`config.mk`:
```
export PLATFORM = sky130hd
export DESIGN_NAME = gpio_cmdsrc_gate
export DESIGN_NICKNAME = d
export VERILOG_FILES = /design/src/rtl/gcsa_pkg.sv /design/src/rtl/gcsa_owner_regs.sv /design/src/rtl/gcsa_lane_gate.sv /design/src/rtl/gpio_cmdsrc_gate.sv
export SDC_FILE = /design/constraint.sdc
export NUM_CORES = 1
export LEC_CHECK = 0
export ABC_AREA = 1
export BUFFER_PORTS_ARGS = -buffer_cell sky130_fd_sc_hd__buf_2
export CAP_MARGIN = 20
export CORE_ASPECT_RATIO = 1.25
export CORE_UTILIZATION = 46
export CTS_BUF_LIST = sky130_fd_sc_hd__clkbuf_8
export CTS_CLUSTER_DIAMETER = 30
export CTS_CLUSTER_SIZE = 28
export DETAILED_ROUTE_END_ITERATION = 10
export MAX_ROUTING_LAYER = met4
export PLACE_DENSITY = 0.8
export SLEW_MARGIN = 20
export SYNTH_ARGS = -nofsm -noshare
export SYNTH_HDL_FRONTEND = slang
export SYNTH_SLANG_ARGS = --single-unit
```
`constraint.sdc`:
```
create_clock -name clk -period 1.6 [get_ports clk]
set_input_delay 0.32 -clock clk [delete_from_list [all_inputs] [get_ports clk]]
set_output_delay 0.32 -clock clk [all_outputs]
set_load 0.1 [all_outputs]
```
`src/rtl/gcsa_pkg.sv`:
```
package gcsa_pkg;
  typedef enum logic [1:0] {
    SRC_CPU   = 2'd0,
    SRC_HOST  = 2'd1,
    SRC_COPRO = 2'd2,
    SRC_BAD   = 2'd3
  } src_code_e;

  localparam int LANE_BITS = 8;
endpackage

```
`src/rtl/gcsa_owner_regs.sv`:
```
module gcsa_owner_regs
  import gcsa_pkg::*;
#(
  parameter int LANES  = 4,
  parameter int ADDR_W = 8,
  parameter int CS_BASE = 'h30,
  localparam int DATA_W = LANE_BITS * LANES
) (
  input  logic              clk,
  input  logic              rst_n,
  input  logic              upd_en,
  input  logic [ADDR_W-1:0] upd_addr,
  input  logic [DATA_W-1:0] upd_data,
  input  logic [LANES-1:0]  upd_strb,
  input  logic [ADDR_W-1:0] rd_addr,
  output logic [DATA_W-1:0] rd_data,
  output logic [LANES-1:0]  own_hi,
  output logic [LANES-1:0]  own_lo
);
  localparam logic [ADDR_W-1:0] HI_ADDR = ADDR_W'(CS_BASE);
  localparam logic [ADDR_W-1:0] LO_ADDR = ADDR_W'(CS_BASE + 1);

  // bit 1 of each code lives in the HI word, bit 0 in the LO word
  for (genvar g = 0; g < LANES; g++) begin : g_lane
    always_ff @(posedge clk) begin
      if (!rst_n) begin
        own_hi[g] <= 1'b0;
        own_lo[g] <= 1'b0;
      end else if (upd_en && upd_strb[g]) begin
        if (upd_addr == HI_ADDR) own_hi[g] <= upd_data[LANE_BITS*g];
        if (upd_addr == LO_ADDR) own_lo[g] <= upd_data[LANE_BITS*g];
      end
    end
  end

  always_comb begin
    rd_data = '0;
    for (int g = 0; g < LANES; g++) begin
      if (rd_addr == HI_ADDR)      rd_data[LANE_BITS*g] = own_hi[g];
      else if (rd_addr == LO_ADDR) rd_data[LANE_BITS*g] = own_lo[g];
    end
  end
endmodule

```
`src/rtl/gcsa_lane_gate.sv`:
```
module gcsa_lane_gate
  import gcsa_pkg::*;
#(
  parameter int LANES = 4
) (
  input  logic [1:0]       tag,
  input  logic [LANES-1:0] strb,
  input  logic [LANES-1:0] own_hi,
  input  logic [LANES-1:0] own_lo,
  output logic [LANES-1:0] lane_en,
  output logic [LANES-1:0] lane_bad
);
  for (genvar g = 0; g < LANES; g++) begin : g_lane
    src_code_e code;
    assign code        = src_code_e'({own_hi[g], own_lo[g]});
    assign lane_bad[g] = strb[g] && (code == SRC_BAD);
    assign lane_en[g]  = strb[g] && (code != SRC_BAD) && (code == src_code_e'(tag));
  end
endmodule

```
`src/rtl/gpio_cmdsrc_gate.sv`:
```
module gpio_cmdsrc_gate
  import gcsa_pkg::*;
#(
  parameter int LANES   = 4,
  parameter int ADDR_W  = 8,
  parameter int CS_BASE = 'h30,
  localparam int DATA_W = LANE_BITS * LANES
) (
  input  logic              clk,
  input  logic              rst_n,
  input  logic              wr_valid,
  output logic              wr_ready,
  input  logic [1:0]        wr_tag,
  input  logic [ADDR_W-1:0] wr_addr,
  input  logic [DATA_W-1:0] wr_data,
  input  logic [LANES-1:0]  wr_strb,
  output logic              out_valid,
  output logic [ADDR_W-1:0] out_addr,
  output logic [DATA_W-1:0] out_data,
  output logic [LANES-1:0]  out_strb,
  output logic              err_illegal,
  input  logic [ADDR_W-1:0] rd_addr,
  output logic [DATA_W-1:0] rd_data
);
  localparam logic [ADDR_W-1:0] HI_ADDR = ADDR_W'(CS_BASE);
  localparam logic [ADDR_W-1:0] LO_ADDR = ADDR_W'(CS_BASE + 1);

  logic [LANES-1:0] own_hi, own_lo, lane_en, lane_bad;
  logic in_win, to_bank, upd_en;

  assign wr_ready = 1'b1;
  assign in_win   = (wr_addr == HI_ADDR) || (wr_addr == LO_ADDR);
  assign to_bank  = wr_valid && !in_win;
  assign upd_en   = wr_valid && in_win && (src_code_e'(wr_tag) == SRC_CPU);

  gcsa_owner_regs #(
    .LANES(LANES), .ADDR_W(ADDR_W), .CS_BASE(CS_BASE)
  ) owner_i (
    .clk(clk), .rst_n(rst_n),
    .upd_en(upd_en), .upd_addr(wr_addr), .upd_data(wr_data), .upd_strb(wr_strb),
    .rd_addr(rd_addr), .rd_data(rd_data),
    .own_hi(own_hi), .own_lo(own_lo)
  );

  gcsa_lane_gate #(.LANES(LANES)) gate_i (
    .tag(wr_tag), .strb(wr_strb), .own_hi(own_hi), .own_lo(own_lo),
    .lane_en(lane_en), .lane_bad(lane_bad)
  );

  always_ff @(posedge clk) begin
    if (!rst_n) begin
      out_valid   <= 1'b0;
      out_strb    <= '0;
      out_addr    <= '0;
      out_data    <= '0;
      err_illegal <= 1'b0;
    end else begin
      out_valid   <= to_bank && (|lane_en);
      out_strb    <= to_bank ? lane_en : '0;
      err_illegal <= to_bank && (|lane_bad);
      if (to_bank) begin
        out_addr <= wr_addr;
        out_data <= wr_data;
      end
    end
  end
endmodule

```
==> results_dict.tcl, run 1 <==
set metrics [dict create \
    drtIter0Drc 99 \
    r2r_slack_ps 650 \
    setup_viol 1 \
    path_depth 7 \
    layout.nets 496 \
    yosys_warnings 0 \
    worstPathCellList "buf_6 > nor2_4 > nand3_2 > nand3b_1 > buf_6 > o22ai_4 > buf_12" \
    crit_top_cell "buf_6" \
    grt_max_degree 41 \
    slew_violations 0 \
    critPathMaxFanout 4 \
    synth.top_cell.area_share 0.432 \
    place_ws_ps -119 \
    place_hpwl_um 4250 \
    synth_cell_types 28 \
    grt_pass1_wl_um 9310 \
    grtUsageTotal 0.215 \
    cp_num_buf_inv 3 \
    fmax_mhz 623 \
    cts_tree "built" \
    postCtsHoldBufs 0 \
    clk_latency_ps 310 \
    fin_skew_ps 1.60 \
    drive_above_1_share 0.311 \
    cp_top_family "buffers and inverters" \
    dpl_cell_area_sq_mm 0.00307 \
    grt_overflow 0 \
    finish.instance_area_sq_mm 0.00323 \
    cp-startpoint "rd_addr[6]" \
    drt-pass1-iter-count 4 \
    powerDensity_mw_per_mm2 1100 \
    antenna_left 0 \
    synthCells 338 \
    synth_commonest_cells "109 x nor2_1, 54 x dfxtp_1, 33 x o21ai_0" \
    period_needed_ps 1600 \
    synth_enable_flop_cells 0 \
    reg2reg_depth 5 \
    cp-end-kind "primary output" \
    required_ps 1280 \
    regToRegStartpoint "owner_i.own_lo[0]" \
    postCtsSetupRepairBufs 0 \
    yosysMostFrequentCell "nor2_1" \
    core_sq_mm 0.00515 \
    r2r_end "out_valid" \
    cts_buffers 5 \
    num_vias 2361 \
    path_class "input port to primary output" \
    drv_cap 0 \
    ys.flop_type "dfxtp_1" \
    violations "negative setup slack" \
    power_w 0.00355 \
    p_leak_nw 1.63 \
    clockBufferDepth 2 \
    cp-endpoint "rd_data[0]" \
    antenna_cells 0 \
    cp-start-kind "input port" \
    min_period_over_period 1.00 \
    cts_root_buf "clkbuf_8" \
    synth.area.top_cells "dfxtp_1 43%, nor2_1 16%, buf_4 9.6%" \
    antenna_found_initial 0 \
    setup_ws_ps -3.97 \
    finalHoldViolations 0 \
    area_growth_pct 28.8 \
    cp.arrival_ps 1280 \
    async_reset_ff_frac 0 \
    die_w_um 68 \
    htreeDepth 2 \
    cpPeakStageDelay_ps 200 \
    ir_drop_uv 709 \
    yosysTopAreaCell "dfxtp_1" \
    syn_area_sq_mm 0.00250 \
    pin_count 136 \
    drt-vias-per-instance 4.70 \
    cp_slowest_cell "buf_12" \
    rsz0062_at_grt "yes" \
    drc_errors 0 \
    start_util 0.486 \
    finalSetupTns_ps -3.97 \
    ys_ff_latch 54 \
    die-area_sq_mm 0.00575 \
    hp-start "wr_data[29]" \
    postSynthAreaPerCell_sq_um 7.41 \
    hold_class "input port to flop" \
    clk_pin_slew_ps 90 \
    wl_per_cell_um 11.4 \
    routed_wl_um 5750 \
    die_y_um 84.5 \
    portBuffers 106 \
    place_congestion 0.793 \
    clock_sinks 54 \
    rows 29 \
    status "finished with violations" \
    fillers 461 \
    grt_pass1_vias 2182 \
    ys_seq_area_frac 0.432 \
]
## worst min-delay path, delay by kind of cell
kind / cells / cell delay [ps]
buffers and inverters: 1 / 70
and+or+nand+nor: 2 / 110
## kinds of logic after synthesis
group | count (synthesis) | share of synthesized area
AOI/OAI and AO/OA | 48 | 0.102
xor gates and xnor gates | 7 | 0.0245
buffers and inverters | 64 | 0.161
DFF | 54 | 0.432
other | 2 | 0.00300
and+or+nand+nor | 163 | 0.278
## repair_timing
item | CTS | global route
gates cloned | 0 | 0
gates resized for setup | 9 | 0
endpoints found under the setup margin | 4 | 4
pin swaps | 5 | 0
## registers in the layout, indices dropped and copies added, names as in the netlist
name	cells
err_illegal	1
out_addr	8
out_data	32
out_strb	4
out_valid	1
owner_i.own_hi	4
owner_i.own_lo	4
## through the flow
step                cells  hold slack (ps)  utilization
finish                502              225        0.626
detailed placement    494              455        0.596
CTS                   502              217        0.626
global route          502              219        0.626
global placement      494              452        0.596
floorplan             365              455            -
## where the power goes
group          leakage [nW]  internal (W)  switching [W]
logic                  1.13      0.000172        0.00102
clock network        0.0579      0.000461       0.000451
registers             0.446       0.00142      0.0000316
total                  1.63       0.00205        0.00150
## cells in the final DEF, fill, tap and decap left out, drive strengths merged
cell type  instances
nor2             111
dfxtp             54
nor3               2
a21oi              1
xnor2              7
nand2             34
nand4             11
bufinv             1
o21ai             40
inv               20
o2111ai            1
o22ai              4
conb              29
a31oi              1
o211ai             1
clkbuf             5
clkinv             2
buf              111
nand3              4
nand3b             1
## routing by layer
layer,global-route usage,vias up,part of all wire
li1,-,1211,-
met3,0.0435,12,0.053
met1,0.251,1048,0.42
met2,0.351,90,0.51
met5,-,-,0
met4,0.0833,0,0.019
## worst min-delay path by stage
stage | depth (start not counted) | endpoint | slack (ps)
floorplan | 2 | out_addr[5] | 450
global placement | 2 | out_addr[1] | 450
detailed placement | 2 | out_addr[1] | 460
CTS | 3 | out_data[22] | 220
global route | 3 | out_data[25] | 220
finish | 3 | out_data[29] | 230
## final cells by class
cell class / instances / area, sq um / area share
multi-input combinational: 247 / 1210 / 0.375
clock inverter: 3 / 40.0 / 0.0124
sequential: 54 / 1080 / 0.335
tap: 62 / 77.6 / 0.0240
clock buffer: 5 / 68.8 / 0.0213
inverter: 20 / 77.6 / 0.0240
timing repair buffer: 111 / 669 / 0.208
(Power assumes the default switching activity.)
==> inputs of run 2 (changes only) <==
- CORE_ASPECT_RATIO: 1.25 -> not set
==> results_dict.tcl, run 2 (same netlist as run 1, synthesis figures left out) <==
set metrics [dict create \
    status "finished with violations" \
    violations "negative setup slack" \
    grtUsageTotal 0.207 \
    grt_max_degree 50 \
    min_period_over_period 1.01 \
    path_class "input port to primary output" \
    setup_viol 1 \
    rows 26 \
    swShare 0.437 \
    setup_ws_ps -23.9 \
    drv_cap 0 \
    dp.cells 505 \
    regMostFlops "out_data" \
    reg_top3 "out_data (32), out_addr (8)" \
    cts_root_buf "clkbuf_8" \
    layout.nets 499 \
    drive_above_1_share 0.314 \
    cts_buffers 5 \
    r2r_slack_ps 660 \
    largest_reg_flops 32 \
    mostFrequentLayoutCell "nor2_1" \
    ir_drop_uv 530 \
    finalSetupTns_ps -23.9 \
    area_growth_pct 28.7 \
    num_vias 2365 \
    seqPwrFrac 0.432 \
    required_ps 1280 \
    drt-vias-per-instance 4.62 \
    grt_pass1_wl_um 8950 \
    fillers 476 \
    p_int_w 0.00189 \
    clockBufferDepth 2 \
    combinationalPowerShare 0.355 \
    place_hpwl_um 4090 \
    portBuffers 106 \
    fin_skew_ps 2.16 \
    fmax_mhz 616 \
    holdPathStages 3 \
    die_w_um 75.8 \
    slew_violations 0 \
    pin_count 136 \
    register_area_sq_mm 0.00108 \
    place_congestion 0.802 \
    fin_cells 512 \
    grt_pass1_vias 2142 \
    post-route-util 0.623 \
    wl_per_cell_um 10.7 \
    multiInputGateArea_sq_mm 0.00121 \
    core_sq_mm 0.00517 \
    grt_overflow 0 \
    cp-start-kind "input port" \
    powerDensity_mw_per_mm2 1040 \
    antenna_found_initial 0 \
    start_util 0.484 \
    r2r_end "out_valid" \
    critPathMaxFanout 4 \
    drt-pass1-iter-count 4 \
    p_leak_nw 1.62 \
    rsz0062_at_grt "yes" \
    period_needed_ps 1620 \
    finalHoldViolations 0 \
    clock_sinks 54 \
    antenna_left 0 \
    holdWs_ps 232 \
    regToRegStartpoint "owner_i.own_hi[1]" \
    hp-start "wr_data[9]" \
    reg2reg_depth 5 \
    drtIter0Drc 132 \
    cp-end-kind "primary output" \
    clkPwrFrac 0.213 \
    clk_latency_ps 300 \
    holdPathEnd "out_data[9]" \
    mostFrequentLayoutCells "107 x nor2_1, 100 x buf_2, 54 x dfxtp_1, 33 x o21ai_0" \
    die_y_um 75.8 \
    cts_tree "built" \
    switchingPower_w 0.00147 \
    routed_wl_um 5460 \
    power_w 0.00335 \
    clk_pin_slew_ps 90 \
    hold_class "input port to flop" \
    cp.arrival_ps 1300 \
    drc_errors 0 \
    htreeDepth 2 \
    die-area_sq_mm 0.00574 \
    antenna_cells 0 \
]
-- run 2: cell types whose count changed in the layout (fill, tap and decap cells not counted), sizes merged --
| cell | before | now |
|---|---|---|
| buf | 111 | 114 |
| bufinv | 1 | 0 |
-- run 2: timing repair --
action	in CTS	in global routing
pin swaps	2	3
gates resized for setup	4	2
buffers inserted	0	0
endpoints found under the setup margin	4	4
hold buffers	0	0
-- run 2: how the worst max path moves through the flow --
stage,startpoint,to,slack (ps),cells after the start
CTS,rd_addr[3],rd_data[0],1,6
finish,rd_addr[7],rd_data[0],-20,7
floorplan,rd_addr[7],rd_data[16],-190,4
global route,rd_addr[7],rd_data[0],-70,7
global placement,rd_addr[7],rd_data[0],-30,7
detailed placement,rd_addr[7],rd_data[0],-100,7
-- run 2: power by group through the flow --
stage	combinational (W)	clock (W)	sequential [W]
after global placement	0.00118	0	0.00148
after floorplan	0.000526	0	0.00201
after global routing	0.00125	0.000791	0.00146
after CTS	0.00119	0.000745	0.00145
final	0.00119	0.000713	0.00145
after detailed placement	0.00119	0	0.00148
-- run 2: cell type report --
class,count,share of cell area
clock inverters,2,0.00311
clock buffers,5,0.0214
multi-input cells,247,0.374
inverters,20,0.0241
flip-flops and latches,54,0.335
well taps,70,0.0272
repair buffers,114,0.215
-- run 2: through the flow --
| step | worst slack (ps) | instance area [sq um] |
|---|---|---|
| floorplan | -188 | 2680 |
| global placement | -34.2 | 3120 |
| detailed placement | -101 | 3120 |
| CTS | 1.08 | 3210 |
| global route | -67.1 | 3220 |
| finish | -23.9 | 3220 |
-- run 2: worst max-delay path, cell delays in order --
cell	delay [ps]
buf_6	100
nor2_4	90
nand3_2	70
nand3b_1	190
buf_6	160
o22ai_4	160
buf_12	200
-- run 2: per-layer routing --
layer,wire length [um],GRT usage
met1,2420,0.242
met2,2680,0.358
met5,0,-
met3,289,0.0291
met4,76,0.0802
==> inputs of run 3 (changes only) <==
- CELL_PAD_IN_SITES_DETAIL_PLACEMENT: not set -> 1
- CELL_PAD_IN_SITES_GLOBAL_PLACEMENT: not set -> 2
- CORE_UTILIZATION: 46 -> 23
- PLACE_DENSITY: 0.8 -> 0.78
==> results_dict.tcl, run 3 (same netlist as run 1, synthesis figures left out) <==
set metrics [dict create \
    required_ps 1280 \
    drc_errors 0 \
    r2r_end "out_valid" \
    die-area_sq_mm 0.0113 \
    period_needed_ps 1640 \
    drive_above_1_share 0.317 \
    finalHoldViolations 0 \
    place_hpwl_um 5380 \
    min_period_over_period 1.03 \
    grt_overflow 0 \
    drt-vias-per-instance 4.19 \
    drt-pass1-iter-count 4 \
    powerDensity_mw_per_mm2 1060 \
    cp.arrival_ps 1320 \
    clock_sinks 54 \
    r2r_slack_ps 650 \
    violations "negative setup slack" \
    status "finished with violations" \
    cts_buffers 5 \
    place_congestion 0.686 \
    finish.instance_area_sq_mm 0.00338 \
    die_w_um 106 \
    dpl_cell_area_sq_mm 0.00322 \
    pin_count 136 \
    fillers 1305 \
    reg2reg_depth 5 \
    layout.nets 498 \
    ir_drop_uv 413 \
    grt_pass1_vias 2499 \
    finalSetupTns_ps -139 \
    clk_latency_ps 310 \
    area_growth_pct 34.9 \
    holdWs_ps 224 \
    portBuffers 106 \
    core_sq_mm 0.0105 \
    largest_reg_flops 32 \
    cp-startpoint "rd_addr[6]" \
    rsz0062_at_grt "yes" \
    rows 37 \
    num_vias 2422 \
    regMostFlops "out_data" \
    htreeDepth 2 \
    fmax_mhz 608 \
    power_w 0.00357 \
    drtIter0Drc 68 \
    mostFrequentLayoutCells "107 x nor2_1, 99 x buf_2, 53 x dfxtp_1, 33 x o21ai_0" \
    start_util 0.239 \
    grtUsageTotal 0.135 \
    post-route-util 0.323 \
    wl_per_cell_um 12.5 \
    drv_cap 0 \
    cts_tree "built" \
    antenna_left 0 \
    grt_max_degree 50 \
    die_y_um 106 \
    p_leak_nw 1.66 \
    regToRegStartpoint "owner_i.own_lo[0]" \
    grt_pass1_wl_um 11800 \
    clockBufferDepth 2 \
    fin_skew_ps 2.66 \
    cp-start-kind "input port" \
    path_class "input port to primary output" \
    critPathMaxFanout 4 \
    antenna_cells 0 \
    routed_wl_um 7240 \
    reg_top3 "out_data (32), out_addr (8)" \
    hold_class "input port to flop" \
    cp-endpoint "rd_data[16]" \
    cts_root_buf "clkbuf_8" \
    clk_pin_slew_ps 100 \
    setup_viol 4 \
    setup_ws_ps -44.3 \
    mostFrequentLayoutCell "nor2_1" \
    antenna_found_initial 0 \
    postCtsSetupRepairBufs 0 \
    cp-end-kind "primary output" \
    slew_violations 0 \
]
==> run 3: cell types whose count changed in the layout (fill, tap and decap cells not counted), moves of 2 or more <==
cell | before | now
buf_12 | 6 | 8
buf_4 | 5 | 2
clkinv_2 | 2 | 0
clkbuf_8 | 5 | 8
==> run 3: cell type report <==
cell class,instances,area [sq um],area share
timing repair buffer,113,716,0.212
tap,136,170,0.0504
multi-input combinational,247,1220,0.362
sequential,54,1080,0.320
inverter,20,77.6,0.0230
clock buffer,8,110,0.0326
==> run 3: metal layers <==
layer,up-vias,wire (um),global-route usage
li1,1214,-,-
met1,1125,3140,0.152
met2,76,3700,0.246
met3,7,354,0.0294
met4,0,46,0.0268
met5,-,0,-
==> run 3: how the worst min path moves through the flow <==
stage | startpoint | cells past startpoint | end
finish | wr_data[5] | 3 | out_data[5]
global route | wr_data[14] | 3 | out_data[14]
CTS | wr_data[4] | 3 | out_data[4]
detailed placement | out_addr[1] | 2 | out_addr[1]
global placement | out_addr[1] | 2 | out_addr[1]
floorplan | wr_addr[5] | 2 | out_addr[5]
==> run 3: metrics by stage <==
step / setup slack [ps] / instances
4_1_cts: -18.4 / 578
3_5_place_dp: -173 / 570
5_1_grt: -73.1 / 578
6_report: -44.3 / 578
3_3_place_gp: -32.2 / 570
2_1_floorplan: -188 / 365
==> run 3: repair_timing <==
action / 4_1_cts / 5_1_grt
cloned: 0 / 0
hold buffers: 0 / 0
resized for setup: 8 / 3
endpoints found under the setup margin: 4 / 4
pin swaps: 3 / 1
==> run 3: worst max-delay path, stage by stage <==
cell and delay, ps:
buf_6 100, nor2_4 120, nand3_4 90, nand3b_1 200, buf_6 170, o22ai_4 140, buf_12 190
==> run 3: power by group <==
part | internal, W | total [W] | leakage [nW] | switching [W]
logic | 0.000185 | 0.00122 | 1.15 | 0.00103
registers | 0.00142 | 0.00145 | 0.446 | 0.0000322
clock network | 0.000439 | 0.000902 | 0.0575 | 0.000463
total | 0.00204 | 0.00357 | 1.66 | 0.00153
